**src/rtl/bistPkg.sv**
```systemverilog
package bistPkg;

  localparam logic [7:0] SOF_CODE = 8'hFB;
  localparam int unsigned NUM_CTRL = 10;

  typedef enum logic [2:0] {
    ST_IDLE,
    ST_HUNT,
    ST_BODY,
    ST_PASS,
    ST_FAIL
  } bistState_t;

  // strobes from control to datapath
  typedef struct packed {
    logic clrSearch;
    logic incSearch;
    logic clrPos;
    logic incPos;
    logic clrFrame;
    logic incFrame;
  } bistCtl_t;

  // status from datapath to control
  typedef struct packed {
    logic sofSeen;
    logic charOk;
    logic searchLast;
    logic posLast;
    logic frameLast;
  } bistSts_t;

  // closing control characters of a frame, in transmission order
  function automatic logic [7:0] ctrlCode(input logic [3:0] idx);
    logic [7:0] code;
    case (idx)
      4'd0: code = 8'h1C;
      4'd1: code = 8'h3C;
      4'd2: code = 8'h5C;
      4'd3: code = 8'h7C;
      4'd4: code = 8'h9C;
      4'd5: code = 8'hDC;
      4'd6: code = 8'hFC;
      4'd7: code = 8'hF7;
      4'd8: code = 8'hFE;
      default: code = 8'hFD;
    endcase
    return code;
  endfunction

endpackage

```
**src/rtl/bistDatapath.sv**
```systemverilog
module bistDatapath
  import bistPkg::*;
#(
  parameter int unsigned DATA_LEN     = 256,
  parameter int unsigned SEARCH_LIMIT = 31,
  parameter int unsigned FRAMES_REQ   = 2
) (
  input  logic       clk,
  input  logic       rstN,
  input  bistCtl_t   ctl,
  input  logic [7:0] rxByte,
  input  logic       rxIsK,
  output bistSts_t   sts
);

  localparam int unsigned FRAME_LEN = DATA_LEN + NUM_CTRL;
  localparam int unsigned POS_W     = $clog2(FRAME_LEN);
  localparam int unsigned SEARCH_W  = $clog2(SEARCH_LIMIT + 1);
  localparam int unsigned FRAME_W   = $clog2(FRAMES_REQ + 1);

  logic [POS_W-1:0]    posCnt;
  logic [SEARCH_W-1:0] searchCnt;
  logic [FRAME_W-1:0]  frameCnt;

  logic [7:0] expByte;
  logic       expK;
  logic       inRamp;
  logic [POS_W-1:0] ctrlOfs;

  always_ff @(posedge clk or negedge rstN) begin
    if (!rstN) begin
      posCnt    <= '0;
      searchCnt <= '0;
      frameCnt  <= '0;
    end else begin
      if (ctl.clrPos)         posCnt <= '0;
      else if (ctl.incPos)    posCnt <= posCnt + 1'b1;

      if (ctl.clrSearch)      searchCnt <= '0;
      else if (ctl.incSearch) searchCnt <= searchCnt + 1'b1;

      if (ctl.clrFrame)       frameCnt <= '0;
      else if (ctl.incFrame)  frameCnt <= frameCnt + 1'b1;
    end
  end

  // expected character at the current frame position
  always_comb begin
    inRamp  = (posCnt < POS_W'(DATA_LEN));
    ctrlOfs = posCnt - POS_W'(DATA_LEN);
    if (inRamp) begin
      expByte = 8'(posCnt);
      expK    = 1'b0;
    end else begin
      expByte = ctrlCode(4'(ctrlOfs));
      expK    = 1'b1;
    end
  end

  always_comb begin
    sts.charOk     = (rxByte == expByte) && (rxIsK == expK);
    sts.sofSeen    = rxIsK && (rxByte == SOF_CODE);
    sts.searchLast = (searchCnt == SEARCH_W'(SEARCH_LIMIT - 1));
    sts.posLast    = (posCnt == POS_W'(FRAME_LEN - 1));
    sts.frameLast  = (frameCnt == FRAME_W'(FRAMES_REQ - 1));
  end

endmodule

```
**src/rtl/bistControl.sv**
```systemverilog
module bistControl
  import bistPkg::*;
(
  input  logic     clk,
  input  logic     rstN,
  input  logic     alignSync,
  input  logic     rxValid,
  input  bistSts_t sts,
  output bistCtl_t ctl,
  output logic     errDetect,
  output logic     bistDone
);

  bistState_t state, stateNext;

  always_ff @(posedge clk or negedge rstN) begin
    if (!rstN) state <= ST_IDLE;
    else       state <= stateNext;
  end

  always_comb begin
    stateNext = state;
    ctl       = '0;
    case (state)
      ST_IDLE: begin
        if (alignSync) begin
          stateNext     = ST_HUNT;
          ctl.clrSearch = 1'b1;
          ctl.clrPos    = 1'b1;
          ctl.clrFrame  = 1'b1;
        end
      end
      ST_HUNT: begin
        if (rxValid) begin
          if (sts.sofSeen) begin
            stateNext  = ST_BODY;
            ctl.clrPos = 1'b1;
          end else if (sts.searchLast) begin
            stateNext = ST_FAIL;
          end else begin
            ctl.incSearch = 1'b1;
          end
        end
      end
      ST_BODY: begin
        if (rxValid) begin
          if (!sts.charOk) begin
            stateNext = ST_FAIL;
          end else if (sts.posLast) begin
            if (sts.frameLast) begin
              stateNext = ST_PASS;
            end else begin
              stateNext     = ST_HUNT;
              ctl.clrSearch = 1'b1;
              ctl.incFrame  = 1'b1;
            end
          end else begin
            ctl.incPos = 1'b1;
          end
        end
      end
      default: stateNext = state;
    endcase
  end

  assign errDetect = (state == ST_FAIL);
  assign bistDone  = (state == ST_FAIL) || (state == ST_PASS);

endmodule

```
**src/rtl/incrBistVerifier.sv**
```systemverilog
module incrBistVerifier
  import bistPkg::*;
#(
  parameter int unsigned DATA_LEN     = 256,
  parameter int unsigned SEARCH_LIMIT = 31,
  parameter int unsigned FRAMES_REQ   = 2
) (
  input  logic       clk,
  input  logic       rstN,
  input  logic       alignSync,
  input  logic [7:0] rxByte,
  input  logic       rxIsK,
  input  logic       rxValid,
  output logic       errDetect,
  output logic       bistDone
);

  bistCtl_t ctl;
  bistSts_t sts;

  bistDatapath #(
    .DATA_LEN    (DATA_LEN),
    .SEARCH_LIMIT(SEARCH_LIMIT),
    .FRAMES_REQ  (FRAMES_REQ)
  ) u_dp (
    .clk   (clk),
    .rstN  (rstN),
    .ctl   (ctl),
    .rxByte(rxByte),
    .rxIsK (rxIsK),
    .sts   (sts)
  );

  bistControl u_ctl (
    .clk      (clk),
    .rstN     (rstN),
    .alignSync(alignSync),
    .rxValid  (rxValid),
    .sts      (sts),
    .ctl      (ctl),
    .errDetect(errDetect),
    .bistDone (bistDone)
  );

endmodule

```
**config.mk**
```make
export PLATFORM = sky130hd
export DESIGN_NAME = incrBistVerifier
export DESIGN_NICKNAME = d
export VERILOG_FILES = /design/src/rtl/bistPkg.sv /design/src/rtl/bistDatapath.sv /design/src/rtl/bistControl.sv /design/src/rtl/incrBistVerifier.sv
export SDC_FILE = /design/constraint.sdc
export NUM_CORES = 1
export LEC_CHECK = 0
export ABC_CLOCK_PERIOD_IN_PS = 5430
export BUFFER_PORTS_ARGS = -buffer_cell sky130_fd_sc_hd__buf_2
export CAP_MARGIN = 30
export CORE_MARGIN = 2
export CORE_UTILIZATION = 27
export CTS_CLUSTER_DIAMETER = 150
export DETAILED_ROUTE_END_ITERATION = 7
export PLACE_DENSITY_LB_ADDON = 0.15
export SLEW_MARGIN = 10
export SYNTH_ARGS = -nofsm -noshare
export SYNTH_HDL_FRONTEND = slang
export SYNTH_SLANG_ARGS = --single-unit
```
**constraint.sdc**
```tcl
create_clock -name clk -period 5.43 [get_ports clk]
set_clock_uncertainty 0.15 [all_clocks]
set_input_delay 0.2715 -clock clk [delete_from_list [all_inputs] [get_ports clk]]
set_output_delay 0.2715 -clock clk [all_outputs]
set_load 0.02 [all_outputs]
```
* After elaboration in Yosys (flattened, before gate mapping)
Memories as Yosys holds them, arrays and structs flattened.
Cells that the tools add are included.
** Word-level totals
- ROM bits :: 96
- Output and inout port bits :: 2
- Flip-flop bits (word level) :: 19
- Logic and storage cells :: 69
- Memories :: 1
** Memory list
- (no name shown) :: words 16, width 6, rd ports 1, clocked after memory_dff 0, wr ports 0, RTL line bistPkg.sv:36 : case (idx)
** Operators by class
- Reduce and logical (&&, ||, !) cells :: 9
- Magnitude comparators :: 1
- Mux-type cells :: 35
- Add/sub/neg operators :: 4
- Equal/unequal tests :: 15
** Operators by type and width (count)
- 3-bit two-way mux :: 7
- 9-bit two-way mux :: 2
- 1-bit two-way mux :: 16
- 5-bit two-way mux :: 2
- 9-bit by 1-bit adder with 9-bit output (second input constant) :: 1
- 9-bit == test (second input constant) :: 1
- 9-bit < comparator (second input constant) :: 1
- 3-bit one-hot mux with 3 select lines :: 1
- 8-bit == test :: 1
- 8-bit == test (second input constant) :: 1
- 2-bit two-way mux :: 4
- 8-bit two-way mux :: 1
- 3-bit by 2-bit == test with 1-bit output (second input constant) :: 2
- 2-bit != test (second input constant) :: 3
- 3-bit != test (second input constant) :: 2
- 6-bit AND reduction :: 1
- 2-bit nonzero test :: 3
- 5-bit by 1-bit adder with 5-bit output (second input constant) :: 1
- 5-bit == test (second input constant) :: 1
- 1-bit one-hot mux with 2 select lines :: 2
- 4-bit by 1-bit subtractor with 4-bit output (second input constant) :: 1
- 3-bit by 1-bit == test with 1-bit output (second input constant) :: 1
- 3-bit == test (second input constant) :: 1
- 3-bit zero test :: 1
- other kinds (6) :: 7

* Longest topological paths before layout
Gate-level depths: netlist (run 1).
An unclocked memory read counts as a cell.
- Depth after elaboration :: 10
- Gate-level depth with buffers :: 10

* Hierarchy
From an unflattened synthesis (run 1), not the netlist that was laid out.
** Unflattened totals
- Cells, all modules :: 165
- Area total of the unflattened synthesis :: 1476.4 um2
** Modules (own cells, without submodules)
- bistDatapath :: cells each 125, sequential area each 400.4 um2, area an instance 1143.6 um2, times used 1
- bistControl :: cells each 40, sequential area each 75.1 um2, area an instance 332.8 um2, times used 1

* Least setup slack after synthesis (run 1)
Ideal clock, no wire load.
- Kind :: reg2reg
- Start point :: register u_dp.posCnt[0]
- End point :: register u_dp.posCnt[1]
- Cell stages (with the launch flop) :: 11
- Data required time :: 5.155 ns
- Setup slack :: 2.635 ns
- Data arrival time :: 2.520 ns
- Clock period less this slack :: 2.795 ns
- Cell sequence :: dfrtp_1 > ha_1 > ha_1 > nand2b_1 > or3_1 > nand4_1 > or4_1 > buf_6 > buf_8 > nor2_1 > mux2_2
** Between the ends
- Longest elaborated chain between the ends :: 9
- Elaborated cells between the ends (all ways) :: 17
** Ends and longest elaborated chain
- start, declared :: RTL line bistDatapath.sv:21 : logic [POS_W-1:0] posCnt;
- start signal, assigned :: RTL line bistDatapath.sv:37 : else if (ctl.incPos) posCnt <= posCnt + 1'b1;
- 4-bit by 1-bit subtractor with 4-bit output :: RTL line bistDatapath.sv:50 : ctrlOfs = posCnt - POS_W'(DATA_LEN);
- memory 16 x 6 bit
- 8-bit two-way mux :: RTL line bistDatapath.sv:51 : if (inRamp) begin
- 8-bit == test :: RTL line bistDatapath.sv:61 : sts.charOk = (rxByte == expByte) && (rxIsK == expK);
- 1-bit logical AND :: RTL line bistDatapath.sv:61
- 1-bit two-way mux :: RTL line bistControl.sv:47 : if (!sts.charOk) begin
- 1-bit two-way mux :: RTL line bistControl.sv:46 : if (rxValid) begin
- 1-bit two-way mux :: RTL line bistControl.sv:24 : case (state)
- 2-bit nonzero test (no line)
Several ways; a longest one is shown, not always the timed one. The select of a mux whose other input is x is not followed.
A chain may end at the register's enable or synchronous reset.

* Worst setup path after layout (run 1)
Same ends and word-level chain as after synthesis.

==> impl_metrics.yaml, run 1 <==
route:
  drc_errors: 0
  drt_iter0_drc: 114
  drt-vias-per-instance: 5.40
  detailedRoute.firstPassIterationCount: 4
  wl_per_cell_um: 14.8
  num_vias: 1507
  final_routed_wirelength_um: 4130
  post_drt_antenna_nets: 0
logic_synthesis:
  combined_area_of_all_synthesized_cells_um2: 1640
  number_of_flip_flops_and_latches_in_the_synthesized_netlist: 19
  synth-main-ff-cell: "dfrtp_1"
  synthesis.nets: 213
  async_flop_share_pct: 100
  synth.yosys.warnings: 0
  mapped_avg_cell_area_um2: 8.52
  synth_cells: 193
  ys_types: 54
  netlist.top_cell.by_area: "dfrtp_1"
  synth_seq_area_share_pct: 28.9
  ys_top_cells_by_count: "19 x dfrtp_1, 16 x nor2_1, 14 x nand2_1, 9 x nand4_1"
  synthTopCellsByArea: "dfrtp_1 29%, ha_1 5.3%, mux2i_1 4.3%"
  synthMostInstantiatedCell: "dfrtp_1"
  synth-edff-count: 0
  synth_top_cell_area_share_pct: 28.9
worst_setup_path:
  crit_type: "reg -> reg"
  worst-endpoint-arrival_ps: 3140
  setup.worst_path.end_class: "flop"
  worst_path_most_repeated_cell: "ha_1"
  timing.critical_path.slowest_cell_delay_ps: 820
  cp_slowest_cell: "or4_1"
  required_ps: 5420
  crit_chain: "ha_1, ha_1, nand2b_1, or3_1, nand4_1, or4_1, nor2_1, mux2_2"
  worst-path-max-fanout: 15
  worstSetupStartpointType: "flop"
sta:
  fin_crit_sh_pct: 57.9
  clock.fmax_ghz: 0.318
  report.final.slew_viol_count: 0
  totalNegativeSetupSlack_ps: 0
  timing_hold_violations_final: 0
  timing.final.crit_period_ps: 3140
  report.final.setup_viol: 0
  rsz_0062_raised_after_global_routing: "false"
  slew-limit-headroom_pct: 58.5
  timing_worst_slew_pin_value_ps: 607
cts:
  clock-sinks: 19
  root_driver: "clkbuf_8"
  tritoncts.num_buffers: 3
  cts.clk_slew.worst_paths_ps: 80
  cts_tree: "built"
  clockBufferDepth: 2
  cts_setup_buffers: 0
  insertion_delay_ps: 260
  htreeDepth: 1
place:
  port_buffers: 14
  globalplace.congestion: 0.840
  dpl.hpwl_um: 3100
  placed_cells_incl_taps: 274
global_routing:
  antenna_found_initial: 0
  global_route_wire_length_before_repair_um: 6750
  globalRouteOverflowTotal: 0
  grtUsageTotal_pct: 13.1
  grt_max_degree: 20
  grt_pass1_vias: 1389
final_layout:
  seqCellArea_um2: 475
  design.final.nets: 225
  insertedDiodeCount: 0
  multi_input_comb_area_um2: 1080
  area_delta_synth_final_pct: 10.0
  num-fill-cells: 625
  layout-drive-gt1-share_pct: 13.2
  finish.cell_count_without_fillers: 279
floorplanning:
  start_util_pct: 27.9
  die_w_um: 82.0
  dieArea_um2: 6730
  io_pins: 15
  placementRows: 28
  die_y_um: 82.0
  design.core.area_um2: 5890
flow_run:
  maxCapViolCount: 0
run_status:
  status: "completed"
power_and_ir_drop:
  cellPowerDensity_nw_per_um2: 242
  cellLeakagePower_nw: 0.684
  worst_ir_drop_vdd_uv: 87.1
hold_path:
  worst_hold_path_type: "reg -> reg"
[stage by stage]
| stage | utilization, % | area [um^2] | hold slack [ps] | worst slack, ps | total power, mW |
|---|---|---|---|---|---|
| floorplan | - | 1640 | -174 | 2640 | 0.293 |
| finish | 30.7 | 1810 | 339 | 2290 | 0.437 |
| detailed placement | 29.8 | 1750 | 105 | 2330 | 0.339 |
| global placement | 29.8 | 1750 | 103 | 2280 | 0.343 |
| CTS | 30.7 | 1810 | 342 | 2300 | 0.442 |
| global route | 30.7 | 1810 | 374 | 2050 | 0.470 |
[critical path, delay by kind of cell, from the launching register on]
family / cells / cell delay (ps)
simple gates: 5 / 1520
flops: 1 / 490
mux: 1 / 370
fa+ha+maj: 2 / 490
[what timing repair did]
action | 4_1_cts | 5_1_grt
hold buffers | 1 | 0
hold endpoints to repair | 19 | 0
resized for setup | 0 | 0
[path summary, 6_finish.rpt]
kind	end	cells after the start	slack, ps	start
worst max-delay path	u_dp.posCnt[1]$_DFFE_PN0P_	8	2290	u_dp.posCnt[0]$_DFFE_PN0P_
worst min register to register	u_dp.frameCnt[0]$_DFFE_PN0P_	1	340	u_dp.frameCnt[0]$_DFFE_PN0P_
worst max register to register	u_dp.posCnt[1]$_DFFE_PN0P_	8	2290	u_dp.posCnt[0]$_DFFE_PN0P_
min in group asynchronous	u_dp.frameCnt[0]$_DFFE_PN0P_	2	350	rstN
max in group asynchronous	u_dp.posCnt[6]$_DFFE_PN0P_	2	4470	rstN
worst min-delay path	u_dp.frameCnt[0]$_DFFE_PN0P_	1	340	u_dp.frameCnt[0]$_DFFE_PN0P_
[final cells by class]
class	count	share of cell area, %
Multi-Input combinational cell	157	59.5
Clock buffer	3	2.28
Sequential cell	19	26.3
Clock inverter	1	0.277
Timing Repair Buffer	16	4.84
Tap cell	75	5.19
Inverter	8	1.66
[metal layers]
metal  part of all wire [%]  routed length (um)  GRT usage (%)
met5                      0                   0              0
met4                    1.2                  48           5.00
met3                    3.7                 151           1.54
met2                     45                1850           20.6
met1                     50                2080           18.5
[cells in the final DEF, fill, tap and decap left out, types with 6 or more instances in the layout]
cell and count:
mux2i_1 7, a21oi_1 8, nand4_1 9, dfrtp_1 19
nand2_1 14, o31ai_1 6, buf_2 14, inv_1 7
nand2b_1 8, ha_1 7, or4_1 6, nor2_1 16
nand3_1 6, nor3_1 6
[power by group]
| part | internal, mW | switching (mW) | total, mW | leakage, nW |
|---|---|---|---|---|
| clock network | 0.0511 | 0.0496 | 0.101 | 0.0255 |
| registers | 0.162 | 0.0303 | 0.192 | 0.257 |
| logic | 0.0625 | 0.0819 | 0.144 | 0.402 |
[registers in the layout, summed over array words and instances (netlist names)]
signal          cells
u_ctl.state         3
u_dp.searchCnt      5
u_dp.posCnt         9
u_dp.frameCnt       2
[kinds of logic (layout without fill, tap and decap cells)]
group                      Yosys count  count (layout)  synth area share, %
adders and majority gates            7               7                 5.33
DFF                                 19              19                 28.9
AOI/OAI and AO/OA                   42              42                 19.3
muxes                                8               8                 4.95
and+or+nand+nor                     94              94                 32.6
xor gates and xnor gates             6               6                 3.20
buffers and inverters               17              28                 5.63
Note: power is estimated with default switching activity, not from simulation.
==> run 2: changes to the inputs <==
--- a/config.mk
+++ b/config.mk
@@ -5,7 +5,8 @@
 export SDC_FILE = /design/constraint.sdc
 export NUM_CORES = 1
 export LEC_CHECK = 0
-export ABC_CLOCK_PERIOD_IN_PS = 5430
+export ABC_AREA = 1
+export ABC_CLOCK_PERIOD_IN_PS = 3100
 export BUFFER_PORTS_ARGS = -buffer_cell sky130_fd_sc_hd__buf_2
 export CAP_MARGIN = 30
 export CORE_MARGIN = 2
==> constraint.sdc (replaced) <==
create_clock -name clk -period 3.1 [get_ports clk]
set_clock_uncertainty 0.15 [all_clocks]
set_input_delay 0.155 -clock clk [delete_from_list [all_inputs] [get_ports clk]]
set_output_delay 0.155 -clock clk [all_outputs]
set_load 0.02 [all_outputs]
==> run 2 against run 1 <==
  * Via count up 6.2%
  * Routed wire length up 1.5%
  * Register-to-register slack worse by 1500 ps
  * Clock power up 84%
  * Non-clock buffer count unchanged
  * Cell count up 22%
  * Count of clock-buffer cells in the layout unchanged
  * Largest power group unchanged
==> impl_metrics.yaml, run 2 <==
final_layout:
  num-fill-cells: 667
  final_common_cell: "nand2_1"
  finish.cell_count_without_fillers: 340
  layout-drive-gt1-share_pct: 12.8
  leading_cell_types_in_the_layout_fill_and_taps_excluded: "69 x nand2_1, 41 x inv_1, 39 x nand3_1"
  area_delta_synth_final_pct: 10.6
  largest_reg_flops: 9
  insertedDiodeCount: 0
  biggestRegsByFlops: "u_dp.posCnt x9, u_dp.searchCnt x5, u_ctl.state x3"
  design.final.nets: 286
  regMostFlops: "u_dp.posCnt"
  final_instance_area_um2: 1840
logic_synthesis:
  synth-edff-count: 0
  synth-main-ff-cell: "dfrtp_1"
  synth_top_cell_area_share_pct: 28.5
  ys_top_cells_by_count: "69 x nand2_1, 41 x inv_1, 39 x nand3_1, 19 x dfrtp_1"
  netlist.top_cell.by_area: "dfrtp_1"
  synth_fa_ha_area_share_pct: 5.26
  synth_seq_area_share_pct: 28.5
  yosys-mux-area-fraction_pct: 0
  synth_compound_area_share_pct: 3.76
  synthMostInstantiatedCell: "nand2_1"
  synthesis.nets: 271
  parity_gate_share_of_the_synthesized_area_counting_xor_and_xnor_cells_pct: 5.26
  ys_types: 28
  combined_area_of_all_synthesized_cells_um2: 1670
  synth-simple-area-share_pct: 44.0
  synth_cells: 251
  mapped_avg_cell_area_um2: 6.63
  synth.yosys.warnings: 0
  synthTopCellsByArea: "dfrtp_1 29%, nand2_1 16%, nand3_1 12%"
  number_of_flip_flops_and_latches_in_the_synthesized_netlist: 19
  async_flop_share_pct: 100
  dominant_combinational_cell_family_by_area_after_synthesis: "simple AND/OR/NAND/NOR gates"
sta:
  report.final.slew_viol_count: 0
  slew-limit-headroom_pct: 67.1
  totalNegativeSetupSlack_ps: 0
  clock.fmax_ghz: 0.426
  timing_worst_slew_pin_value_ps: 494
  timing_hold_violations_final: 0
  timing.final.crit_period_ps: 2340
  report.final.setup_viol: 0
  rsz_0062_raised_after_global_routing: "false"
  hold-worst-slack_ps: 117
  fin_crit_sh_pct: 75.6
worst_setup_path:
  required_ps: 3110
  r2r_depth: 14
  worstSetupStartpointType: "flop"
  crit_type: "reg -> reg"
  worst-path-max-fanout: 6
  setup_slack_on_the_worst_flop_to_flop_path_ps: 760
  setup.worst_path.end_class: "flop"
  worst-endpoint-arrival_ps: 2350
hold_path:
  worst_hold_path_type: "in -> reg"
  hold_path_depth: 3
power_and_ir_drop:
  cellPowerDensity_nw_per_um2: 256
  seq_power_share_pct: 52.8
  comb_power_share_pct: 7.7
  clock_power_share_pct: 39.5
  power.switching_mw: 0.121
  intPower_mw: 0.350
  worst_ir_drop_vdd_uv: 112
  cellLeakagePower_nw: 0.977
  switching_share_pct: 25.6
place:
  globalplace.congestion: 0.788
  placed_cells_incl_taps: 335
  port_buffers: 14
  dpl_cell_area_um2: 1790
  dpl.hpwl_um: 3200
route:
  drt_iter0_drc: 62
  drt-vias-per-instance: 4.71
  final_routed_wirelength_um: 4190
  num_vias: 1600
  post_drt_antenna_nets: 0
  drc_errors: 0
  detailedRoute.firstPassIterationCount: 4
  wl_per_cell_um: 12.3
global_routing:
  antenna_found_initial: 0
  globalRouteMet1Util_pct: 18.0
  top_usage_layer: "met2"
  grt_max_degree: 20
  grt_util_met3_pct: 1.96
  grt_pass1_vias: 1490
  met2_track_demand_over_resource_in_global_routing_pct: 22.3
  globalRouteOverflowTotal: 0
  grtUsageTotal_pct: 13.4
  global_route_wire_length_before_repair_um: 7020
floorplanning:
  die_w_um: 82.5
  io_pins: 15
  dieArea_um2: 6810
  die_y_um: 82.5
  start_util_pct: 28.0
  design.core.area_um2: 5960
  placementRows: 28
cts:
  clock-sinks: 19
  cts_setup_buffers: 0
  insertion_delay_ps: 260
  tritoncts.num_buffers: 3
  post_cts_resized: 0
  root_driver: "clkbuf_8"
  cts_tree: "built"
  clockBufferDepth: 2
  cts.clk_slew.worst_paths_ps: 80
  htreeDepth: 1
run_status:
  status: "completed"
flow_run:
  maxCapViolCount: 0
[run 2: cell count changes after synthesis, moves of 7 or more]
cell      change
inv_1        +34
nand3_1      +33
mux2i_1       -7
nand2b_1      -8
nand2_1      +55
[run 2: worst max-delay path, cell delays in order (launching register included)]
cell	delay [ps]
dfrtp_1	440
ha_1	260
ha_1	180
inv_1	70
nand2_1	80
nand2_1	90
nand2_1	50
nand2_1	60
nand3_1	80
nor2_2	160
nand3_1	110
nor2_2	130
nand2_1	150
nand2_2	160
nor2_1	70
[run 2: final timing paths]
kind,start,to
worst max-delay path,u_dp.posCnt[0]$_DFFE_PN0P_,u_dp.searchCnt[3]$_DFFE_PN0P_
worst min-delay path,rxValid,u_dp.posCnt[5]$_DFFE_PN0P_
worst max register to register,u_dp.posCnt[0]$_DFFE_PN0P_,u_dp.searchCnt[3]$_DFFE_PN0P_
worst min register to register,u_dp.frameCnt[0]$_DFFE_PN0P_,u_dp.frameCnt[0]$_DFFE_PN0P_
max in group asynchronous,rstN,u_dp.posCnt[8]$_DFFE_PN0P_
min in group asynchronous,rstN,u_dp.posCnt[4]$_DFFE_PN0P_
[run 2: cell type report]
cell class                      instances  area (um^2)  share of cell area [%]
Clock buffer                            3         41.3                    2.24
Clock inverter                          1         5.00                   0.272
Sequential cell                        19          475                    25.8
Timing Repair Buffer                   16         87.6                    4.76
Inverter                               44          169                    9.17
Multi-Input combinational cell        182          970                    52.6
Tap cell                               75         93.8                    5.10
[run 2: cells by family after synthesis]
group,count (synthesis)
compound gates,11
flops,19
simple gates,154
buf+inv,50
fa+ha+maj,7
xor+xnor,10
[run 2: what timing repair did]
item,CTS,global route
endpoints found under the hold margin,19,0
endpoints found under the setup margin,0,0
hold buffers,1,0
[run 2: per-layer routing]
metal / vias up / wire, um / share of wire, %
met5: - / 0 / 0
met4: 0 / 53 / 1.3
met3: 5 / 97 / 2.3
met2: 20 / 1880 / 45
met1: 744 / 2170 / 52
li1: 831 / - / -
[run 2: power by group through the flow]
stage	Clock [mW]	Combinational (mW)	Sequential, mW
finish	0.186	0.0365	0.249
global route	0.205	0.0417	0.249
CTS	0.194	0.0373	0.249
detailed placement	0	0.0362	0.254
global placement	0	0.0358	0.254
floorplan	0	0.0165	0.254
[run 2: metrics by stage]
stage	setup WS, ps	utilization, %	total power, mW
floorplan	1050	-	0.270
global placement	765	30.0	0.290
detailed placement	769	30.0	0.290
CTS	756	30.9	0.480
global route	526	30.9	0.496
finish	755	30.9	0.471
==> run 3: changes to the inputs <==
--- a/config.mk
+++ b/config.mk
@@ -6,7 +6,7 @@
 export NUM_CORES = 1
 export LEC_CHECK = 0
 export ABC_AREA = 1
-export ABC_CLOCK_PERIOD_IN_PS = 3100
+export ABC_CLOCK_PERIOD_IN_PS = 2400
 export BUFFER_PORTS_ARGS = -buffer_cell sky130_fd_sc_hd__buf_2
 export CAP_MARGIN = 30
 export CORE_MARGIN = 2
==> constraint.sdc (replaced) <==
create_clock -name clk -period 2.4 [get_ports clk]
set_clock_uncertainty 0.15 [all_clocks]
set_input_delay 0.12 -clock clk [delete_from_list [all_inputs] [get_ports clk]]
set_output_delay 0.12 -clock clk [all_outputs]
set_load 0.02 [all_outputs]
==> run 3 against run 2 <==
  * Critical path depth is the same
  * Combinational power rose by 37%
  * Clock power grew 25%
  * Die area did not move
  * Cell count increased by 2.9%
  * Non-clock buffer count up 9
  * Count of clock-buffer cells in the layout unchanged
  * Via count rose by 1.3%
  * Sequential power is 29% higher
  * First-iteration DRC count grew 9.7%
  * Critical path type unchanged
  * Highest routed layer unchanged
==> impl_metrics.yaml, run 3 (same netlist as run 2, synthesis figures left out) <==
final_layout:
  largest_reg_flops: 9
  design.final.nets: 296
  final_common_cell: "nand2_1"
  insertedDiodeCount: 0
  num-fill-cells: 665
  layout-drive-gt1-share_pct: 20.7
  regMostFlops: "u_dp.posCnt"
  leading_cell_types_in_the_layout_fill_and_taps_excluded: "68 x nand2_1, 39 x inv_1, 33 x nand3_1"
  area_delta_synth_final_pct: 19.5
  biggestRegsByFlops: "u_dp.posCnt x9, u_dp.searchCnt x5, u_ctl.state x3"
  final_core_util_pct: 33.4
cts:
  clockBufferDepth: 2
  root_driver: "clkbuf_8"
  clock-sinks: 19
  cts.clk_slew.worst_paths_ps: 80
  htreeDepth: 1
  insertion_delay_ps: 260
  cts_tree: "built"
  tritoncts.num_buffers: 3
sta:
  totalNegativeSetupSlack_ps: 0
  timing.final.crit_period_ps: 2240
  timing_hold_violations_final: 0
  fin_crit_sh_pct: 93.5
  slew-limit-headroom_pct: 69.1
  rsz_0062_raised_after_global_routing: "false"
  hold-worst-slack_ps: 115
  finalWorstSetupSlack_ps: 156
  timing_worst_slew_pin_value_ps: 463
  clock.fmax_ghz: 0.446
  report.final.slew_viol_count: 0
  report.final.setup_viol: 0
hold_path:
  worst_hold_path_type: "in -> reg"
  worst_hold_startpoint: "rxIsK"
  hold_path_end: "u_ctl.state[1]$_DFFE_PN0P_"
  hold_path_depth: 5
floorplanning:
  dieArea_um2: 6810
  start_util_pct: 28.0
  placementRows: 28
  design.core.area_um2: 5960
  die_w_um: 82.5
  die_y_um: 82.5
  io_pins: 15
route:
  num_vias: 1621
  final_routed_wirelength_um: 4350
  wl_per_cell_um: 12.4
  drt-vias-per-instance: 4.63
  drt_iter0_drc: 68
  post_drt_antenna_nets: 0
  drc_errors: 0
  detailedRoute.firstPassIterationCount: 4
worst_setup_path:
  required_ps: 2400
  crit_type: "reg -> reg"
  critical_path.reg2reg.endpoint: "u_dp.posCnt[7]$_DFFE_PN0P_"
  worst-endpoint-arrival_ps: 2250
  r2r_depth: 14
  setup_slack_on_the_worst_flop_to_flop_path_ps: 160
  worstReg2RegStart: "u_dp.posCnt[0]$_DFFE_PN0P_"
  setup.worst_path.end_class: "flop"
  worst-path-max-fanout: 5
  worstSetupStartpointType: "flop"
power_and_ir_drop:
  power.total_mw: 0.605
  cellPowerDensity_nw_per_um2: 304
  worst_ir_drop_vdd_uv: 207
  cellLeakagePower_nw: 1.03
place:
  preCtsSetupSlack_ps: 93.9
  port_buffers: 14
  globalplace.congestion: 0.803
  dpl.hpwl_um: 3360
run_status:
  status: "completed"
global_routing:
  globalRouteOverflowTotal: 0
  antenna_found_initial: 0
  grtUsageTotal_pct: 13.2
  global_route_wire_length_before_repair_um: 6840
  grt_pass1_vias: 1487
  grt_max_degree: 20
flow_run:
  maxCapViolCount: 0
-- run 3: how the worst max path moves through the flow --
stage,startpoint,to,slack (ps),cells past startpoint
after floorplan,u_dp.posCnt[0]$_DFFE_PN0P_,u_dp.searchCnt[2]$_DFFE_PN0P_,350,14
after global placement,u_dp.posCnt[0]$_DFFE_PN0P_,u_dp.searchCnt[3]$_DFFE_PN0P_,140,14
after detailed placement,u_dp.posCnt[0]$_DFFE_PN0P_,u_dp.searchCnt[4]$_DFFE_PN0P_,90,14
after CTS,u_dp.posCnt[0]$_DFFE_PN0P_,u_dp.searchCnt[4]$_DFFE_PN0P_,80,14
after global routing,u_dp.posCnt[0]$_DFFE_PN0P_,u_dp.posCnt[7]$_DFFE_PN0P_,1,14
final,u_dp.posCnt[0]$_DFFE_PN0P_,u_dp.posCnt[7]$_DFFE_PN0P_,160,14
-- run 3: what timing repair did --
item	4_1_cts	5_1_grt
gates resized for setup	0	17
endpoints found under the hold margin	19	0
setup buffers	0	4
hold buffers	1	0
setup endpoints to repair	0	16
-- run 3: power breakdown --
group          switching [mW]  internal [mW]
sequential           0.000756          0.321
clock                   0.118          0.116
combinational          0.0330         0.0169
-- run 3: final cells by class --
cell class | count | area [um^2] | area share [%]
Clock buffer | 3 | 41.3 | 2.07
Clock inverter | 1 | 5.00 | 0.251
Inverter | 44 | 169 | 8.49
Multi-Input combinational cell | 183 | 1050 | 52.7
Sequential cell | 19 | 478 | 24.0
Tap cell | 75 | 93.8 | 4.71
Timing Repair Buffer | 25 | 155 | 7.79
-- run 3: stage by stage --
stage,std cells,instance area [um^2]
after global routing,350,1990
after detailed placement,340,1820
after global placement,340,1820
after floorplan,251,1670
after CTS,345,1880
final,350,1990
-- run 3: routing by layer --
layer  track usage (%)  share of wire, %  vias to the layer above
li1                  -                 -                      861
met1              17.7                50                      734
met2              22.1                46                       24
met3              1.96               3.6                        2
met4              3.44              0.83                        0
met5                 0                 0                        -
-- run 3: worst max-delay path, cell delays in order (launching register included) --
cell	delay [ps]
dfrtp_2	460
ha_4	190
ha_1	170
inv_1	60
nand2_1	80
nand2_1	60
nand2_1	50
nand2_1	80
nand3_2	100
nor2_4	110
nand2_2	70
nor2_4	190
nand4_4	180
nand3_2	120
nand2_1	60
